**config.mk**
```make
export PLATFORM = sky130hd
export DESIGN_NAME = rs_array
export DESIGN_NICKNAME = d
export VERILOG_FILES = /design/src/rtl/rs_array_pkg.sv /design/src/rtl/rs_array_timer.sv /design/src/rtl/rs_array_ctrl.sv /design/src/rtl/rs_array_dp.sv /design/src/rtl/rs_array.sv
export SDC_FILE = /design/constraint.sdc
export NUM_CORES = 1
export LEC_CHECK = 0
export CORE_AREA = 2 2 262 264
export DETAILED_ROUTE_END_ITERATION = 10
export DIE_AREA = 0 0 264 266
export DONT_BUFFER_PORTS = 1
export GPL_TIMING_DRIVEN = 0
export SYNTH_ARGS = -nofsm -noshare
export SYNTH_HDL_FRONTEND = slang
export SYNTH_SLANG_ARGS = --single-unit
export TNS_END_PERCENT = 20
```
**constraint.sdc**
```tcl
create_clock -name clk -period 6.5 [get_ports clk]
set_input_delay 1.3 -clock clk [delete_from_list [all_inputs] [get_ports clk]]
set_output_delay 1.3 -clock clk [all_outputs]
set_load 0.02 [all_outputs]
```
**src/rtl/rs_array_pkg.sv**
```systemverilog
package rs_array_pkg;
  localparam int ADD_RS   = 3;
  localparam int MUL_RS   = 2;
  localparam int NUM_RS   = ADD_RS + MUL_RS;
  localparam int TAG_W    = $clog2(NUM_RS + 1);
  localparam int DATA_W   = 16;
  localparam int NUM_REGS = 8;
  localparam int REG_W    = $clog2(NUM_REGS);
  localparam int ADD_LAT  = 2;
  localparam int MUL_LAT  = 3;

  typedef logic [TAG_W-1:0]  tag_t;
  typedef logic [DATA_W-1:0] data_t;
  typedef logic [REG_W-1:0]  regIdx_t;

  typedef struct packed {
    logic  ready;
    tag_t  tag;
    data_t data;
  } field_t;

  // Strobes from control to datapath
  typedef struct packed {
    logic dispWe;
    tag_t dispTag;
    logic addIssue;
    tag_t addTag;
    logic mulIssue;
    tag_t mulTag;
    logic busValid;
    tag_t busTag;
    logic busFromMul;
  } strobe_t;
endpackage

```
**src/rtl/rs_array_timer.sv**
```systemverilog
module rs_array_timer
  import rs_array_pkg::*;
#(
  parameter int LAT = 2
) (
  input  logic clk,
  input  logic rstN,
  input  logic start,
  input  tag_t startTag,
  input  logic grant,
  output logic idle,
  output logic done,
  output tag_t tag
);
  localparam int CW = $clog2(LAT + 1);

  logic          busy;
  logic [CW-1:0] cnt;

  assign idle = !busy;
  assign done = busy && (cnt == '0);

  always_ff @(posedge clk) begin
    if (!rstN) begin
      busy <= 1'b0;
      cnt  <= '0;
      tag  <= '0;
    end else if (start) begin
      busy <= 1'b1;
      cnt  <= CW'(LAT - 1);
      tag  <= startTag;
    end else if (busy && cnt != '0) begin
      cnt <= cnt - 1'b1;
    end else if (done && grant) begin
      busy <= 1'b0;
    end
  end
endmodule

```
**src/rtl/rs_array_ctrl.sv**
```systemverilog
module rs_array_ctrl
  import rs_array_pkg::*;
(
  input  logic              clk,
  input  logic              rstN,
  input  logic              dispValid,
  input  logic              dispOp,
  input  logic [NUM_RS-1:0] rsReady,
  output logic              dispReady,
  output strobe_t           strobes,
  output logic [NUM_RS-1:0] stBusy,
  output logic              addDone,
  output logic              mulDone
);
  logic [NUM_RS-1:0] stExec;
  logic addFree, mulFree, addCand, mulCand;
  tag_t addFreeTag, mulFreeTag, addCandTag, mulCandTag;
  logic addIdle, mulIdle;
  tag_t addUnitTag, mulUnitTag;

  // Lowest-index selection: scan downward, last hit wins
  always_comb begin
    addFree = 1'b0; addFreeTag = '0; addCand = 1'b0; addCandTag = '0;
    mulFree = 1'b0; mulFreeTag = '0; mulCand = 1'b0; mulCandTag = '0;
    for (int i = ADD_RS - 1; i >= 0; i--) begin
      if (!stBusy[i]) begin addFree = 1'b1; addFreeTag = tag_t'(i + 1); end
      if (stBusy[i] && !stExec[i] && rsReady[i]) begin
        addCand = 1'b1; addCandTag = tag_t'(i + 1);
      end
    end
    for (int i = NUM_RS - 1; i >= ADD_RS; i--) begin
      if (!stBusy[i]) begin mulFree = 1'b1; mulFreeTag = tag_t'(i + 1); end
      if (stBusy[i] && !stExec[i] && rsReady[i]) begin
        mulCand = 1'b1; mulCandTag = tag_t'(i + 1);
      end
    end
  end

  assign dispReady = dispOp ? mulFree : addFree;

  always_comb begin
    strobes.dispWe     = dispValid && dispReady;
    strobes.dispTag    = dispOp ? mulFreeTag : addFreeTag;
    strobes.addIssue   = addCand && addIdle;
    strobes.addTag     = addCandTag;
    strobes.mulIssue   = mulCand && mulIdle;
    strobes.mulTag     = mulCandTag;
    strobes.busValid   = addDone || mulDone;
    strobes.busFromMul = mulDone;
    strobes.busTag     = mulDone ? mulUnitTag : addUnitTag;
  end

  rs_array_timer #(.LAT(ADD_LAT)) addTimer (
    .clk(clk), .rstN(rstN), .start(strobes.addIssue), .startTag(strobes.addTag),
    .grant(addDone && !mulDone), .idle(addIdle), .done(addDone), .tag(addUnitTag)
  );

  rs_array_timer #(.LAT(MUL_LAT)) mulTimer (
    .clk(clk), .rstN(rstN), .start(strobes.mulIssue), .startTag(strobes.mulTag),
    .grant(mulDone), .idle(mulIdle), .done(mulDone), .tag(mulUnitTag)
  );

  for (genvar g = 0; g < NUM_RS; g++) begin : gStation
    localparam tag_t MY_TAG = tag_t'(g + 1);
    always_ff @(posedge clk) begin
      if (!rstN) begin
        stBusy[g] <= 1'b0;
        stExec[g] <= 1'b0;
      end else if (strobes.busValid && strobes.busTag == MY_TAG) begin
        stBusy[g] <= 1'b0;
        stExec[g] <= 1'b0;
      end else if (strobes.dispWe && strobes.dispTag == MY_TAG) begin
        stBusy[g] <= 1'b1;
        stExec[g] <= 1'b0;
      end else if ((strobes.addIssue && strobes.addTag == MY_TAG) ||
                   (strobes.mulIssue && strobes.mulTag == MY_TAG)) begin
        stExec[g] <= 1'b1;
      end
    end
  end
endmodule

```
**src/rtl/rs_array_dp.sv**
```systemverilog
module rs_array_dp
  import rs_array_pkg::*;
(
  input  logic              clk,
  input  logic              rstN,
  input  strobe_t           strobes,
  input  regIdx_t           srcA,
  input  regIdx_t           srcB,
  input  regIdx_t           dst,
  input  regIdx_t           rdAddr,
  output logic [NUM_RS-1:0] rsReady,
  output data_t             busData,
  output logic              rdPresent,
  output tag_t              rdTag,
  output data_t             rdData
);
  field_t regs [NUM_REGS];
  field_t opA  [NUM_RS];
  field_t opB  [NUM_RS];
  data_t  addA, addB, mulA, mulB, mulProd;
  field_t pickA, pickB;
  tag_t   addIdx, mulIdx;

  function automatic field_t resolve(field_t r, logic bv, tag_t bt, data_t bd);
    field_t f;
    if (r.ready) begin
      f.ready = 1'b1; f.tag = '0; f.data = r.data;
    end else if (bv && bt == r.tag) begin
      f.ready = 1'b1; f.tag = r.tag; f.data = bd;
    end else begin
      f.ready = 1'b0; f.tag = r.tag; f.data = '0;
    end
    return f;
  endfunction

  assign mulProd = mulA * mulB;
  assign busData = strobes.busFromMul ? mulProd : (addA + addB);
  assign pickA   = resolve(regs[srcA], strobes.busValid, strobes.busTag, busData);
  assign pickB   = resolve(regs[srcB], strobes.busValid, strobes.busTag, busData);
  assign addIdx  = strobes.addTag - tag_t'(1);
  assign mulIdx  = strobes.mulTag - tag_t'(1);

  always_comb
    for (int i = 0; i < NUM_RS; i++) rsReady[i] = opA[i].ready && opB[i].ready;

  assign rdPresent = regs[rdAddr].ready;
  assign rdTag     = regs[rdAddr].tag;
  assign rdData    = regs[rdAddr].data;

  function automatic field_t snoop(field_t f, logic bv, tag_t bt, data_t bd);
    field_t n = f;
    if (!f.ready && bv && f.tag == bt) begin
      n.ready = 1'b1; n.data = bd;
    end
    return n;
  endfunction

  always_ff @(posedge clk) begin
    if (!rstN) begin
      for (int r = 0; r < NUM_REGS; r++) begin
        regs[r].ready <= 1'b1;
        regs[r].tag   <= '0;
        regs[r].data  <= data_t'(r + 1);
      end
      for (int i = 0; i < NUM_RS; i++) begin
        opA[i] <= '0;
        opB[i] <= '0;
      end
      addA <= '0; addB <= '0; mulA <= '0; mulB <= '0;
    end else begin
      for (int r = 0; r < NUM_REGS; r++) begin
        if (strobes.dispWe && dst == regIdx_t'(r)) begin
          regs[r].ready <= 1'b0;
          regs[r].tag   <= strobes.dispTag;
        end else begin
          regs[r] <= snoop(regs[r], strobes.busValid, strobes.busTag, busData);
        end
      end
      for (int i = 0; i < NUM_RS; i++) begin
        if (strobes.dispWe && strobes.dispTag == tag_t'(i + 1)) begin
          opA[i] <= pickA;
          opB[i] <= pickB;
        end else begin
          opA[i] <= snoop(opA[i], strobes.busValid, strobes.busTag, busData);
          opB[i] <= snoop(opB[i], strobes.busValid, strobes.busTag, busData);
        end
      end
      if (strobes.addIssue) begin
        addA <= opA[addIdx].data;
        addB <= opB[addIdx].data;
      end
      if (strobes.mulIssue) begin
        mulA <= opA[mulIdx].data;
        mulB <= opB[mulIdx].data;
      end
    end
  end
endmodule

```
**src/rtl/rs_array.sv**
```systemverilog
module rs_array
  import rs_array_pkg::*;
(
  input  logic              clk,
  input  logic              rstN,
  input  logic              dispValid,
  input  logic              dispOp,
  input  logic [REG_W-1:0]  dispSrcA,
  input  logic [REG_W-1:0]  dispSrcB,
  input  logic [REG_W-1:0]  dispDst,
  output logic              dispReady,
  output logic              busValid,
  output logic [TAG_W-1:0]  busTag,
  output logic [DATA_W-1:0] busData,
  input  logic [REG_W-1:0]  rdAddr,
  output logic              rdPresent,
  output logic [TAG_W-1:0]  rdTag,
  output logic [DATA_W-1:0] rdData
);
  strobe_t           strobes;
  logic [NUM_RS-1:0] rsReady;
  logic [NUM_RS-1:0] stBusy;
  logic              addDone, mulDone;

  rs_array_ctrl ctrl (
    .clk(clk), .rstN(rstN), .dispValid(dispValid), .dispOp(dispOp),
    .rsReady(rsReady), .dispReady(dispReady), .strobes(strobes),
    .stBusy(stBusy), .addDone(addDone), .mulDone(mulDone)
  );

  rs_array_dp dp (
    .clk(clk), .rstN(rstN), .strobes(strobes), .srcA(dispSrcA), .srcB(dispSrcB),
    .dst(dispDst), .rdAddr(rdAddr), .rsReady(rsReady), .busData(busData),
    .rdPresent(rdPresent), .rdTag(rdTag), .rdData(rdData)
  );

  assign busValid = strobes.busValid;
  assign busTag   = strobes.busTag;
endmodule

```
==> flow_summary.toml, run 1 <==
[outcome]
status = "complete, but fails checks"
violations = "capacitance limit, slew limit, setup timing"

[route]
wl_mm = 98.07
drtAntennaViolNets = 0
dr.pass1.iters = 6
vias = 20930
drc_errors = 0
vias_per_cell = 6.047
wire_per_inst_um = 28.33
dr.first_iter.drc_count = 2634

[timing]
worst_pin_slew_ps = 1511
slew-limit-headroom = -0.01396
hold_violations = 0
clock.fmax_ghz = 0.1370
setup_ws_ps = -798.5
post-route-period-util = 1.123
report.final.slew_viol_count = 9
layout_min_cycle_time_ps = 7299
finalSetupViolCount = 6
grt_setup_unrepaired = "true"
skew_ps = 25.87

[worst_hold_path]
hold_depth = 2
whs_endpoint = "ctrl.mulTimer.tag[2]"
worstHoldStart = "ctrl.mulTimer.tag[2]"
hold_path.class = "reg2reg"

[finish]
multiInputGateArea_um2 = 14640
nFillCells = 6189
fin_nets = 2706
syn_to_final_growth_pct = 14.27
regArea_um2 = 12540
drive_above_1_share = 0.1957
n_antenna_cell = 0

[logic_synthesis]
async_flop_share = 0
ys_ff_latch = 444
avgSynthCellArea_um2 = 11.52
yosysSeqAreaShare = 0.4459
synth_top_area_share = 0.3851
ys.flop_type = "edfxtp_1"
synth.top_cells.by_count = "edfxtp_1, nor2_1, nand2_1"
yosys.area.top_type = "edfxtp_1"
synth_area_leaders = "edfxtp_1, mux4_2, dfxtp_1"
ys_types = 76
syn_inst = 2430
yosysWarnings = 0
synth_most_common_cell = "edfxtp_1"
synth_edf_count = 359
syn_area_um2 = 27990

[pwr]
ir_worst_vdd_mv = 0.2524
power_mw = 7.434
switching_share = 0.2761
intPower_mw = 5.382
p_leak_nw = 12.35
power.density_nw_per_um2 = 232.4
p_switching_mw = 2.052
comb_power_share = 0.154
p_seq_frac = 0.456
power_frac_clock = 0.390

[clock_network]
tritoncts = "yes"
holdBufCountCts = 0
numCtsBuffers = 49
cts.sinks = 444
htreeDepth = 2
clock_latency_ps = 610
root_buffer = "clkbuf_16"
clk_pin_slew_worst_paths_ps = 60
clk_path_buf_depth = 3

[critical_path]
r2r_end = "dp.opB[4][14]"
critical-path-max-stage-delay_ps = 560
cp_common_cell = "fa_1"
worstPathMaxFanout = 6
start_kind = "flip-flop"
r2r_slack_ps = 350
path_delay_family = "adder cells"
worstRegToRegCells = 22
crit_type = "reg2out"
critPathCaptureType = "primary output"
cp.required_ps = 5200
slowest_stage = "fa_1"
rr_startpoint = "dp.mulA[7]"
cp.arrival_ps = 6000
crit_chain = "buf_6, and2_4, fa_1, inv_2, fa_1, fa_1, fa_1, inv_2, fa_1, inv_2, fa_1, inv_2, ha_4, o21a_1, nor2_2, a21oi_4, a31oi_4, xnor2_2, mux2i_4, buf_8, clkinvlp_4"
crit_buf_inv = 7

[floorplan]
io_pins = 57
die_h_um = 266
coreArea_um2 = 67750
start_util = 0.4132
die_w_um = 264
die_area_um2 = 70220
placementRows = 96

[global_route]
grt_start_max_net_pins = 18
gr-usage-all-layers = 0.2795
antenna_found_initial = 1
grt_pass1_vias = 21110
gr-total-overflow = 0
grt_pass1_wl_mm = 143.8

[placement]
pre_cts_ws_ps = -1480
numPortBuffers = 0
dp_hpwl_mm = 74.79
place_congestion = 0.9465

[job]
drv_cap = 1
## cell usage in the layout, fill, tap and decap left out, drive strengths merged, types with 17 or more instances in the layout
cell and instances:
o22a 42, and2 73, o21ai 37, inv 166
nand2 190, buf 102, xor2 17, a21oi 93
a211oi 75, conb 17, fa 81, mux2 34
clkinv 20, dfxtp 85, o22ai 36, nor2 343
mux4 152, nand3 21, nor3 17, xnor2 92
edfxtp 359, clkbuf 183, ha 69, mux2i 96
## cell type report
type / count / share of cell area
flip-flops and latches: 444 / 0.3920
clock buffers: 63 / 0.04295
inverters: 164 / 0.01968
multi-input cells: 1659 / 0.4577
clock inverters: 28 / 0.008371
plain buffers: 171 / 0.03016
repair buffers: 51 / 0.01467
well taps: 882 / 0.03450
## stage by stage
step | util | instances | hold WS, ps | TNS [ps] | cell area [µm²]
after floorplan | - | 2446 | 440.1 | -16.98 | 28080
after global placement | 0.4307 | 3328 | 459.8 | -34580 | 29180
after detailed placement | 0.4346 | 3344 | 465.2 | -27930 | 29440
after CTS | 0.4695 | 3454 | 477.1 | -4079 | 31810
after global routing | 0.4721 | 3462 | 503.6 | -5440 | 31990
final | 0.4721 | 3462 | 480.3 | -4132 | 31990
## sequential cells by signal, indices dropped and copies added (netlist names)
name	flops
ctrl.addTimer.cnt	2
ctrl.stBusy	5
ctrl.addTimer.busy	1
dp.mulA	16
dp.addB	16
ctrl.addTimer.tag	2
dp.opB	100
dp.mulB	16
dp.opA	100
dp.regs	160
ctrl.stExec	5
ctrl.mulTimer.tag	2
ctrl.mulTimer.cnt	2
ctrl.mulTimer.busy	1
dp.addA	16
## power by group through the flow
stage	Clock (mW)	Combinational [mW]	Sequential, mW
5_1_grt	3.02	1.19	3.40
6_report	2.90	1.14	3.39
4_1_cts	2.91	1.12	3.39
3_5_place_dp	0	1.07	3.44
3_3_place_gp	0	1.04	3.43
2_1_floorplan	0	0.702	3.39
## how the worst max path moves through the flow
stage | from | to | slack, ps | depth (start not counted)
2_1_floorplan | dp.mulB[4] | busData[14] | -20 | 21
3_3_place_gp | dp.mulA[6] | busData[12] | -1420 | 20
3_5_place_dp | dp.mulA[4] | busData[12] | -1480 | 20
4_1_cts | dp.mulB[4] | busData[14] | -750 | 21
5_1_grt | dp.mulA[7] | busData[14] | -950 | 21
6_report | dp.mulA[7] | busData[14] | -800 | 21
## tightest hold or removal path, delay by kind of cell (launching register included)
kind          cells  cell delay, ps
flops             1             330
simple gates      2             120
## cell families (layout without fill, tap and decap cells)
family / Yosys count / count (layout) / share of synthesized area
adders and majority gates: 150 / 150 / 0.08877
AOI/OAI and AO/OA: 388 / 388 / 0.09677
buffers and inverters: 343 / 477 / 0.05038
xor gates and xnor gates: 110 / 110 / 0.03562
and+or+nand+nor: 712 / 712 / 0.1120
DFF: 444 / 444 / 0.4459
muxes: 282 / 282 / 0.1704
other: 1 / 17 / 0.0001340
## routing by layer
| layer | wire [µm] | up-vias | track usage |
|---|---|---|---|
| met1 | 37310 | 10540 | 0.3518 |
| met3 | 8638 | 272 | 0.05462 |
| met4 | 4679 | 0 | 0.1218 |
| met2 | 47440 | 1104 | 0.4698 |
| li1 | - | 9014 | - |
| met5 | 0 | - | 0 |
## what timing repair did
item                       in CTS  in global routing
gates cloned                    3                  0
setup endpoints to repair      80                  9
resized for setup             132                 32
setup buffers                  23                  9
pin swaps                      23                 20
Note: power is estimated with default switching activity, not from simulation.
==> run 2, diff against run 1 <==
- SETUP_SLACK_MARGIN: unset -> 0.05
==> run 2 against run 1 <==
  * The flow finishes with violations (setup timing)
  * Die area did not move
  * Sequential power hardly changed
  * Combinational power about the same
  * Routed wire length shrank 0.41%
  * Largest power group unchanged
  * Highest routed layer unchanged
==> flow_summary.toml, run 2 (synthesis gave the netlist of run 1 again) <==
[outcome]
status = "complete, but fails checks"
violations = "setup timing"

[timing]
report.final.slew_viol_count = 0
post-route-period-util = 1.120
clock.fmax_ghz = 0.1374
worst_pin_slew_ps = 1388
fin_setup_tns_ps = -4116
setup_ws_ps = -780.7
slew-limit-headroom = 0.06859
grt_setup_unrepaired = "true"
hold_violations = 0
layout_min_cycle_time_ps = 7281
finalSetupViolCount = 8
skew_ps = 29.57

[route]
vias = 21030
dr.pass1.iters = 6
drtAntennaViolNets = 0
wire_per_inst_um = 28.19
dr.first_iter.drc_count = 2784
drc_errors = 0
wl_mm = 97.66
vias_per_cell = 6.071

[clock_network]
tritoncts = "yes"
clk_path_buf_depth = 3
root_buffer = "clkbuf_16"
numCtsBuffers = 47
cts.sinks = 444
htreeDepth = 2
clk_pin_slew_worst_paths_ps = 60
clock_latency_ps = 620

[placement]
numPortBuffers = 0
dpl_cell_area_um2 = 29410
dp_hpwl_mm = 74.20
place_congestion = 0.9993

[job]
drv_cap = 0

[finish]
final_common_cell = "edfxtp_1"
nFillCells = 6182
largest_register_ffs = 160
syn_to_final_growth_pct = 14.49
regArea_um2 = 12520
n_antenna_cell = 0
final_cell_mix = "edfxtp_1, nor2_1, nand2_1"
reg_top3 = "dp.regs: 160 flops, dp.opA: 100 flops, dp.opB: 100 flops"
fin_nets = 2709
drive_above_1_share = 0.2018
design_area_um2 = 32050
multiInputGateArea_um2 = 14640
regMostFlops = "dp.regs"

[critical_path]
start_kind = "flip-flop"
cp.arrival_ps = 5980
rr_startpoint = "dp.mulB[5]"
critical-path-max-stage-delay_ps = 540
cp.required_ps = 5200
worstPathMaxFanout = 5
critPathCaptureType = "primary output"
crit_type = "reg2out"
slowest_stage = "fa_1"
cp_common_cell = "fa_1"
crit_start = "dp.mulB[5]"
crit_chain = "buf_8, and2_4, fa_1, inv_1, fa_1, fa_1, fa_1, inv_2, fa_1, inv_2, fa_1, inv_2, ha_4, buf_6, buf_6, buf_6, xor2_2, o21ai_2, a211oi_4, inv_2, clkbuf_16"
path_delay_family = "adder cells"
crit_buf_inv = 10

[global_route]
grt_pass1_wl_mm = 143.3
grt_start_max_net_pins = 18
gr-total-overflow = 0
gr-usage-all-layers = 0.2788
antenna_found_initial = 0
grt_pass1_vias = 21140

[floorplan]
io_pins = 57
die_w_um = 264
coreArea_um2 = 67750
die_h_um = 266
placementRows = 96
start_util = 0.4132
die_area_um2 = 70220

[pwr]
power.density_nw_per_um2 = 232.8
power_mw = 7.461
ir_worst_vdd_mv = 0.2120
p_leak_nw = 12.39

[worst_hold_path]
worstHoldStart = "ctrl.addTimer.tag[1]"
hold_path.class = "reg2reg"
==> run 2: cell count changes in the layout (fill, tap and decap cells not counted), sizes merged <==
cell / before / now
clkinv: 20 / 15
bufinv: 5 / 6
clkinvlp: 1 / 2
inv: 166 / 167
clkbuf: 183 / 182
buf: 102 / 107
==> run 2: timing repair <==
item                       in CTS  in global routing
hold buffers                    0                  0
buffers inserted               40                  4
setup endpoints to repair      83                 25
cloned                          5                  0
gates resized for setup       143                 33
pin swaps                      32                 30
==> run 2: stage by stage <==
step / hold WS (ps) / util / worst slack (ps) / cells
finish: 471.6 / 0.4731 / -780.7 / 3464
floorplan: 440.1 / - / 61.24 / 2446
global route: 500.0 / 0.4731 / -897.3 / 3464
detailed placement: 460.6 / 0.4341 / -1501 / 3341
global placement: 461.6 / 0.4310 / -1504 / 3328
CTS: 475.2 / 0.4725 / -788.7 / 3471
==> run 2: report_power, final <==
group          internal [mW]  switching [mW]
registers               3.27           0.118
logic                  0.423           0.726
clock network           1.73            1.20
==> run 2: path summary, 6_finish.rpt <==
check,end,slack [ps],depth (start not counted)
setup / recovery,busData[11],-780,21
hold reg to reg,ctrl.addTimer.tag[1],470,2
setup reg to reg,dp.opA[0][11],240,27
hold / removal,ctrl.addTimer.tag[1],470,2
==> run 2: area by class of cell <==
cell class | count | share of cell area
buffer | 174 | 0.03139
inverter | 164 | 0.01952
multi-input combinational | 1659 | 0.4567
clock buffer | 62 | 0.04271
timing repair buffer | 53 | 0.01515
sequential | 444 | 0.3907
tap | 882 | 0.03444
clock inverter | 26 | 0.009370
==> run 2: worst min-delay path, stage by stage (launching register included) <==
cell	delay [ps]
dfxtp_1	330
nor2_1	50
nor2_1	70
==> run 2: per-layer routing <==
layer  global-route usage  up-vias  wire [µm]
li1                     -     9033          -
met1               0.3423    10500      36460
met2               0.4754     1212      47250
met3              0.04566      284       8168
met4               0.1437        0       5779
met5                    0        -          0
==> run 3, diff against run 2 <==
- CORE_AREA: 2 2 262 264 -> 2 2 267 269
- DIE_AREA: 0 0 264 266 -> 0 0 269 271
- SLEW_MARGIN: unset -> 20
- SYNTH_HIERARCHICAL: unset -> 1
==> run 3 against run 2 <==
  * The run still ends with setup timing left
  * Critical path depth is 2 lower
  * Largest cell class unchanged
  * Sequential share of layout area is 1.7 points lower
  * Via count is 5.8% higher
  * Global-route usage is 0.54 points lower
  * Hold slack better by 29 ps
  * Utilization is 0.84 points higher
  * Highest routed layer unchanged
  * Clock power is 4% lower
  * Critical path type unchanged
  * Register-to-register slack better by 120 ps
==> flow_summary.toml, run 3 <==
[floorplan]
start_util = 0.4190
die_h_um = 271
coreArea_um2 = 69790
die_w_um = 269
placementRows = 97
die_area_um2 = 72900
io_pins = 57

[placement]
dp_hpwl_mm = 74.39
numPortBuffers = 0
pre_cts_ws_ps = -1542
post-place-cells = 3511
dpl_cell_area_um2 = 30850
place_congestion = 0.9230

[logic_synthesis]
synth_top_family_by_area = "multiplexers"
synth-xor-area-share = 0.03308
synth_area_leaders = "edfxtp_1, mux4_2, dfxtp_1"
synth-compound-area-share = 0.1042
synth_top_area_share = 0.3687
yosys.area.top_type = "edfxtp_1"
ys_types = 85
synth_most_common_cell = "edfxtp_1"
async_flop_share = 0
avgSynthCellArea_um2 = 11.59
yosysWarnings = 6
syn_area_um2 = 29240
synth_edf_count = 359
synth-simple-area-share = 0.1146
yosysSeqAreaShare = 0.4283
synthMuxAreaShare = 0.1871
ys.flop_type = "edfxtp_1"
synth.top_cells.by_count = "edfxtp_1, nor2_1, mux4_2"
syn_inst = 2523
synth_fa_ha_area_frac = 0.08456
ys_ff_latch = 446

[timing]
setup_ws_ps = -832.1
clock.fmax_ghz = 0.1364
worst_pin_slew_ps = 1345
finalSetupViolCount = 8
layout_min_cycle_time_ps = 7332
report.final.slew_viol_count = 0
grt_setup_unrepaired = "true"
skew_ps = 34.42
slew-limit-headroom = 0.09738
hold_violations = 0
fin_setup_tns_ps = -5097
post-route-period-util = 1.128
hold_slack_ps = 500.4

[global_route]
gr-total-overflow = 0
grt_pass1_wl_mm = 146.3
gr-usage-all-layers = 0.2734
grt_pass1_vias = 22450
grt_start_max_net_pins = 18
antenna_found_initial = 0

[route]
drtAntennaViolNets = 0
drc_errors = 0
vias_per_cell = 6.117
vias = 22240
wl_mm = 99.76
dr.pass1.iters = 5
dr.first_iter.drc_count = 2390
wire_per_inst_um = 27.44

[pwr]
ir_worst_vdd_mv = 0.1940
power.density_nw_per_um2 = 226.2
p_leak_nw = 12.45
power_mw = 7.601

[finish]
design_area_um2 = 33600
final_common_cell = "edfxtp_1"
final_cells = 3636
drive_above_1_share = 0.2137
regMostFlops = "dp/regs"
syn_to_final_growth_pct = 14.91
final_cell_mix = "edfxtp_1, nor2_1, mux4_2"
fin_nets = 2822
largest_register_ffs = 160
reg_top3 = "dp/regs: 160 flops, dp/opA: 100 flops, dp/opB: 100 flops"
finish.utilization = 0.4815

[clock_network]
tritoncts = "yes"
clock_latency_ps = 620
holdBufCountCts = 0
root_buffer = "clkbuf_16"
cts.sinks = 446
clk_path_buf_depth = 3
clk_pin_slew_worst_paths_ps = 60
numCtsBuffers = 48
htreeDepth = 2

[worst_hold_path]
hold_path.class = "reg2reg"
worstHoldStart = "dp/addA[4]"

[job]
drv_cap = 0

[critical_path]
crit_type = "reg2out"
rr_startpoint = "dp/mulB[1]"
r2r_slack_ps = 360
worstPathMaxFanout = 5
cp.arrival_ps = 6030
start_kind = "flip-flop"
cp.required_ps = 5200
crit_start = "dp/mulB[1]"
critPathCaptureType = "primary output"

[outcome]
status = "complete, but fails checks"
violations = "setup timing"
-- run 3: repair_timing --
action | 4_1_cts | 5_1_grt
pin swaps | 34 | 30
resized for setup | 169 | 30
gates cloned | 4 | 0
setup endpoints to repair | 119 | 11
buffers inserted | 35 | 2
-- run 3: layer usage --
metal,vias up,track usage,wire length [µm]
met3,299,0.04797,8658
li1,9543,-,-
met1,11190,0.3390,37320
met4,0,0.1440,6051
met2,1215,0.4545,47730
met5,-,0,0
-- run 3: area by class of cell --
| cell class | count | area, µm² |
|---|---|---|
| sequential | 446 | 12560 |
| buffer | 175 | 1002 |
| clock inverter | 30 | 282.8 |
| tap | 940 | 1176 |
| antenna | 1 | 2.502 |
| clock buffer | 58 | 1314 |
| timing repair buffer | 70 | 668.1 |
| inverter | 163 | 634.4 |
| multi-input combinational | 1753 | 15960 |
| fill | 6319 | 36190 |
-- run 3: final timing paths --
path	end	cells past startpoint
max	busData[12]	19
max reg2reg	dp/opA[4][10]	24
min	dp/addA[4]	2
min reg2reg	dp/addA[4]	2
-- run 3: logic make-up after synthesis --
logic type	after synthesis
mux	323
compound gates	426
flops	446
other cells	2
xor+xnor	108
simple gates	726
buf+inv	343
fa+ha+maj	149
-- run 3: worst max-delay path, cell delays in order (launching register included) --
cell,delay [ps]
dfxtp_4,370
clkbuf_16,160
and2_4,150
fa_1,540
inv_2,40
fa_1,520
inv_1,50
ha_2,170
fa_1,460
fa_1,510
inv_2,40
fa_1,530
inv_2,60
ha_4,180
or4_1,470
o22a_2,260
a31oi_4,170
xor2_2,130
mux2i_4,400
buf_12,210
-- run 3: report_power, final --
part / internal [mW] / switching [mW] / leakage [nW]
Sequential: 3.30 / 0.137 / 4.41
Clock: 1.63 / 1.18 / 0.777
Combinational: 0.514 / 0.840 / 7.26
Total: 5.45 / 2.15 / 12.4
